<file path="config.mk">
export PLATFORM = sky130hd
export DESIGN_NAME = alu8_core
export DESIGN_NICKNAME = d
export VERILOG_FILES = /design/src/rtl/alu8_pkg.sv /design/src/rtl/alu8_logic_unit.sv /design/src/rtl/alu8_arith_unit.sv /design/src/rtl/alu8_flag_reg.sv /design/src/rtl/alu8_core.sv
export SDC_FILE = /design/constraint.sdc
export NUM_CORES = 1
export LEC_CHECK = 0
export CAP_MARGIN = 20
export CELL_PAD_IN_SITES_DETAIL_PLACEMENT = 1
export CELL_PAD_IN_SITES_GLOBAL_PLACEMENT = 1
export CORE_MARGIN = 5
export CORE_UTILIZATION = 35
export CTS_CLUSTER_DIAMETER = 40
export DETAILED_ROUTE_END_ITERATION = 16
export PLACE_DENSITY_LB_ADDON = 0.1
export SYNTH_ARGS = -nofsm -noshare
export SYNTH_HDL_FRONTEND = slang
export SYNTH_HIERARCHICAL = 1
export SYNTH_SLANG_ARGS = --single-unit
</file>
<file path="constraint.sdc">
create_clock -name clk -period 5.7 [get_ports clk]
set_clock_uncertainty 0.1 [all_clocks]
set_input_delay 0.855 -clock clk [delete_from_list [all_inputs] [get_ports clk]]
set_output_delay 0.855 -clock clk [all_outputs]
set_load 0.03 [all_outputs]
</file>
<file path="src/rtl/alu8_pkg.sv">
`timescale 1ns/1ps
package alu8_pkg;
  localparam int OPC_W = 6;

  typedef enum logic [3:0] {
    K_NONE, K_MOVE, K_AND, K_OR, K_XOR, K_TEST, K_CMP, K_ADD, K_SUB
  } alu_kind_e;

  // Operation family from the opcode; bit 0 only picks the operand source.
  function automatic alu_kind_e decode_kind(input logic [OPC_W-1:0] op);
    case (op[OPC_W-1:1])
      5'b00000:          return K_MOVE;
      5'b00101:          return K_AND;
      5'b00110:          return K_OR;
      5'b00111:          return K_XOR;
      5'b01001:          return K_TEST;
      5'b01010:          return K_CMP;
      5'b01100, 5'b01101: return K_ADD;
      5'b01110, 5'b01111: return K_SUB;
      default:           return K_NONE;
    endcase
  endfunction

  // Carry-chained variants of add and subtract.
  function automatic logic decode_chain(input logic [OPC_W-1:0] op);
    return (op[OPC_W-1:1] == 5'b01101) || (op[OPC_W-1:1] == 5'b01111);
  endfunction
endpackage

</file>
<file path="src/rtl/alu8_logic_unit.sv">
`timescale 1ns/1ps
module alu8_logic_unit
  import alu8_pkg::*;
#(
  parameter int DW = 8
) (
  input  alu_kind_e     kind,
  input  logic [DW-1:0] a,
  input  logic [DW-1:0] b,
  output logic [DW-1:0] val,
  output logic          parity
);
  always_comb begin
    case (kind)
      K_OR:    val = a | b;
      K_XOR:   val = a ^ b;
      default: val = a & b;   // AND and bit test
    endcase
  end

  // Odd parity built as an explicit chain.
  logic [DW:0] par_chain;
  assign par_chain[0] = 1'b0;
  for (genvar i = 0; i < DW; i++) begin : g_par
    assign par_chain[i+1] = par_chain[i] ^ val[i];
  end
  assign parity = par_chain[DW];
endmodule

</file>
<file path="src/rtl/alu8_arith_unit.sv">
`timescale 1ns/1ps
module alu8_arith_unit #(
  parameter int DW = 8
) (
  input  logic [DW-1:0] a,
  input  logic [DW-1:0] b,
  input  logic          subtract,
  input  logic          chain,
  input  logic          cin,
  output logic [DW-1:0] val,
  output logic          cflag
);
  localparam int SW = DW + 1;

  // One adder serves both directions: a - b - c == a + ~b + (1 - c).
  function automatic logic [SW-1:0] add_core(input logic [DW-1:0] x,
                                             input logic [DW-1:0] y,
                                             input logic          ci);
    return {1'b0, x} + {1'b0, y} + {{(SW-1){1'b0}}, ci};
  endfunction

  logic          c_used;
  logic [DW-1:0] b_eff;
  logic          ci_eff;
  logic [SW-1:0] sum;

  assign c_used = chain & cin;
  assign b_eff  = subtract ? ~b : b;
  assign ci_eff = subtract ? ~c_used : c_used;
  assign sum    = add_core(a, b_eff, ci_eff);
  assign val    = sum[DW-1:0];
  // Carry out for add, borrow (inverted carry out) for subtract.
  assign cflag  = subtract ? ~sum[DW] : sum[DW];
endmodule

</file>
<file path="src/rtl/alu8_flag_reg.sv">
`timescale 1ns/1ps
module alu8_flag_reg (
  input  logic clk,
  input  logic rst_n,
  input  logic load,
  input  logic c_d,
  input  logic z_d,
  output logic c_q,
  output logic z_q
);
  always_ff @(posedge clk or negedge rst_n) begin
    if (!rst_n) begin
      c_q <= 1'b0;
      z_q <= 1'b0;
    end else if (load) begin
      c_q <= c_d;
      z_q <= z_d;
    end
  end

  assert_flag_load_R9: assert property (@(posedge clk) disable iff (!rst_n)
    load |=> (c_q == $past(c_d)) && (z_q == $past(z_d)));
  assert_flag_hold_R9: assert property (@(posedge clk) disable iff (!rst_n)
    !load |=> $stable(c_q) && $stable(z_q));
endmodule

</file>
<file path="src/rtl/alu8_core.sv">
`timescale 1ns/1ps
module alu8_core
  import alu8_pkg::*;
#(
  parameter int DW = 8
) (
  input  logic          clk,
  input  logic          rst_n,
  input  logic          exec_en,
  input  logic [5:0]    opcode,
  input  logic [DW-1:0] sx_val,
  input  logic [DW-1:0] imm_val,
  input  logic [DW-1:0] sy_val,
  output logic [DW-1:0] result,
  output logic          wr_en,
  output logic          carry_nxt,
  output logic          zero_nxt,
  output logic          carry_flag,
  output logic          zero_flag
);
  alu_kind_e     kind;
  logic          chain;
  logic [DW-1:0] operand;
  logic [DW-1:0] logic_val;
  logic          logic_par;
  logic [DW-1:0] arith_val;
  logic          arith_c;
  logic          is_sub;
  logic          writes;
  logic          updates;
  logic          flag_load;

  assign kind    = decode_kind(opcode);
  assign chain   = decode_chain(opcode);
  assign operand = opcode[0] ? sy_val : imm_val;
  assign is_sub  = (kind == K_SUB) || (kind == K_CMP);

  alu8_logic_unit #(.DW(DW)) u_logic (
    .kind(kind), .a(sx_val), .b(operand), .val(logic_val), .parity(logic_par)
  );

  alu8_arith_unit #(.DW(DW)) u_arith (
    .a(sx_val), .b(operand), .subtract(is_sub), .chain(chain),
    .cin(carry_flag), .val(arith_val), .cflag(arith_c)
  );

  always_comb begin
    result    = '0;
    carry_nxt = carry_flag;
    zero_nxt  = zero_flag;
    writes    = 1'b0;
    updates   = 1'b0;
    case (kind)
      K_MOVE: begin
        result = operand;
        writes = 1'b1;
      end
      K_AND, K_OR, K_XOR: begin
        result    = logic_val;
        carry_nxt = 1'b0;
        zero_nxt  = (logic_val == '0);
        writes    = 1'b1;
        updates   = 1'b1;
      end
      K_TEST: begin
        result    = logic_val;
        carry_nxt = logic_par;
        zero_nxt  = (logic_val == '0);
        updates   = 1'b1;
      end
      K_CMP: begin
        result    = arith_val;
        carry_nxt = arith_c;
        zero_nxt  = (arith_val == '0);
        updates   = 1'b1;
      end
      K_ADD, K_SUB: begin
        result    = arith_val;
        carry_nxt = arith_c;
        zero_nxt  = (arith_val == '0);
        writes    = 1'b1;
        updates   = 1'b1;
      end
      default: ;
    endcase
  end

  assign wr_en     = exec_en & writes;
  assign flag_load = exec_en & updates;

  alu8_flag_reg u_flags (
    .clk(clk), .rst_n(rst_n), .load(flag_load),
    .c_d(carry_nxt), .z_d(zero_nxt), .c_q(carry_flag), .z_q(zero_flag)
  );

  // Without a carry out the sum never wraps below the first operand.
  assert_add_no_wrap_R6: assert property (@(posedge clk) disable iff (!rst_n)
    (kind == K_ADD && !arith_c) |-> (arith_val >= sx_val));
  // Without a borrow the difference never exceeds the first operand.
  assert_sub_no_borrow_R7: assert property (@(posedge clk) disable iff (!rst_n)
    (is_sub && !arith_c) |-> (arith_val <= sx_val));
  // AND result can only hold bits already set in the first operand.
  assert_and_subset_R3: assert property (@(posedge clk) disable iff (!rst_n)
    (kind == K_AND) |-> ((result & ~sx_val) == '0));
  // Moves and unassigned codes leave the stored flags alone.
  assert_move_keeps_flags_R2: assert property (@(posedge clk) disable iff (!rst_n)
    (exec_en && (kind == K_MOVE || kind == K_NONE))
      |=> $stable(carry_flag) && $stable(zero_flag));
  assert_no_strobe_idle_R9: assert property (@(posedge clk) disable iff (!rst_n)
    !exec_en |-> !wr_en);
endmodule

</file>
==> reports/results.ini <==
[detailed_routing]
detail-route-antenna-nets = 0
vias = 1911
drt-initial-drc-count = 40
first_pass_iters = 4
viasPerCell = 5.14
drt-total-wl_um = 5930
wl_per_cell_um = 16.0
drc_errors = 0

[worst_setup_path]
arrival_ps = 4610
reg2reg_from = u_flags/c_q
path_class = input pin to output pin
worst_setup_path_end_kind = output pin
cp-startpoint = opcode[2]
cp_max_fo = 4
cp.required_ps = 4740
worstSetupStartpointType = input pin

[placement]
io_buffers = 45
dp_hpwl_um = 5040
gp_congestion = 0.847
dpl_worst_slack_ps = -264
dp.cells = 367
dpl_cell_area_um2 = 2560

[timing]
final_max_slew_viol_count = 0
fin_crit_sh_pct = 97.6
min_period_ps = 5560
tns_ps = 0
grt_setup_unrepaired = yes
final-hold-violation-count = 0
tightest_slew_ps = 533
timing.hold.ws_ps = 428
relSlewSlack_pct = 63.9
setup_viol = 0
setup_ws_ps = 139
clock.fmax_mhz = 180

[die]
die_h_um = 81.3
die_area_um2 = 6610
io_pins = 46
initial_core_util_pct = 35.5
coreArea_um2 = 5010
row_count = 26
fp.dieW_um = 81.3

[synthesis]
synth_seq_area_share_pct = 2.81
ys_types = 60
async_reset_ff_share_pct = 100
syn-num-nets = 283
synth_area_um2 = 1780
yosys-mux-area-fraction_pct = 9.36
synth_compound_area_share_pct = 23.2
yosys.area_share.simple_pct = 21.8
yosysWarnings = 6
syn_inst = 221
ys_ff_latch = 2
ys.flop_type = dfrtp_1
synth_fa_ha_area_share_pct = 21.3
synth_top_family_by_area = compound AO/OA/AOI/OAI gates
syn_area_per_cell_um2 = 8.05
synth_edf_count = 0
synth_xor_area_share_pct = 11.9

[global_route]
grt.total_usage_pct = 18.3
grt_start_max_net_pins = 18
grt-ovfl-total = 0
antenna_found_initial = 0
grt_pass1_wl_um = 9470
grt_pass1_vias = 1991

[final_layout]
postLayoutCoreUtil_pct = 53.6
layout_commonest_cell = buf_4
final_cell_mix = buf_4 (45), clkdlybuf4s50_1 (35), inv_1 (29), ha_1 (26)
finalNonFillerCells = 372
area_growth_pct = 51.0
design_area_um2 = 2690
fill_cells = 615
antenna_cells = 0
final_layout_size_suffix_gt1_share_pct = 31.8
fin_nets = 366

[min_path]
min_from = u_flags/z_q
min_path_type = register to register

[pwr]
ir_drop_uv = 87.4
p_per_area_nw_per_um2 = 166
p_total_uw = 445
leakage_nw = 1.34

[clocking]
numCtsBuffers = 3
cts_root_buf = clkbuf_8
clock_sinks = 2
clk_pin_slew_worst_paths_ps = 30
cts_tree = done
clockBufferDepth = 2
h-tree-depth = 1
clkLatencyLatePin_ps = 210
cts_hold_buf = 0

[outcome]
outcome = finished clean

[job]
maxCapViolCount = 0

## critical path, stage by stage
cell and delay [ps]:
dlygate4sd2_1 250, inv_2 60, buf_4 110, ha_1 160
inv_1 50, mux4_2 470, and2_4 200, xnor2_2 150
fa_2 420, fa_2 370, and2b_1 240, o2111ai_2 120
nand3b_1 160, xor2_2 100, nor4_2 260, nand2_1 100
o31ai_2 230, a211o_1 160, buf_6 130
## cell usage after synthesis, types with 2 or more instances
| master | count | area (µm²) |
|---|---|---|
| nor2_1 | 13 | 48.8 |
| inv_1 | 30 | 113 |
| o21a_1 | 5 | 37.5 |
| nand2_1 | 9 | 33.8 |
| nor2b_1 | 12 | 75.1 |
| o32ai_1 | 2 | 17.5 |
| nand3b_1 | 2 | 15.0 |
| buf_2 | 5 | 25.0 |
| fa_1 | 2 | 40.0 |
| clkbuf_1 | 2 | 7.51 |
| a221o_1 | 4 | 40.0 |
| a221o_2 | 8 | 90.1 |
| nor3_1 | 9 | 45.0 |
| a21o_1 | 4 | 30.0 |
| xnor2_1 | 5 | 43.8 |
| mux2_2 | 11 | 124 |
| nor4_1 | 2 | 12.5 |
| a21oi_1 | 3 | 15.0 |
| xor2_1 | 12 | 105 |
| buf_6 | 2 | 22.5 |
| ha_1 | 27 | 338 |
| or4_1 | 2 | 15.0 |
| dfrtp_1 | 2 | 50.1 |
| a211o_1 | 2 | 17.5 |
| nand2b_1 | 3 | 18.8 |
| mux2i_1 | 2 | 20.0 |
| and2_1 | 2 | 12.5 |
| o21ai_0 | 7 | 35.0 |
## final timing paths
path	depth (start not counted)	endpoint	slack [ps]
worst max-delay path	19	zero_nxt	140
worst min-delay path	1	u_flags/z_q	430
worst max register to register	13	u_flags/z_q	2600
worst min register to register	1	u_flags/z_q	430
max in group asynchronous	1	u_flags/z_q	4660
min in group asynchronous	1	u_flags/c_q	720
## power breakdown
part	internal, mW	total [mW]	switching (mW)
combinational	0.180	0.365	0.185
clock	0.0447	0.0563	0.0115
sequential	0.0194	0.0240	0.00457
## per-layer routing
layer	GRT usage [%]	vias up	routed length (µm)
met5	0	-	0
met4	3.72	0	62
met3	1.33	4	211
met2	34.3	41	3070
met1	22.5	921	2590
li1	-	945	-
## state kept, by name (all words and copies together), names as in the netlist
register / count
u_flags/z_q: 1
u_flags/c_q: 1
## cell type report
type | instances | area (µm²) | area share, %
Clock buffer | 3 | 41.3 | 1.54
Inverter | 31 | 116 | 4.33
Multi-Input combinational cell | 179 | 1620 | 60.4
Sequential cell | 2 | 50.0 | 1.86
Tap cell | 70 | 87.6 | 3.26
Timing Repair Buffer | 87 | 767 | 28.6
## cell families after synthesis
group                    after synthesis
AO/OA/AOI/OAI                         48
flip-flops                             2
XOR/XNOR                              20
multiplexers                          14
AND/OR/NAND/NOR                       68
adder cells (fa/ha/maj)               29
buffers and inverters                 40
## timing repair
action	in CTS	in global routing
endpoints found under the setup margin	5	3
gates resized for setup	17	6
pin swaps	12	1
endpoints found under the hold margin	0	0
setup buffers	2	0
Note: power is estimated with default switching activity, not from simulation.
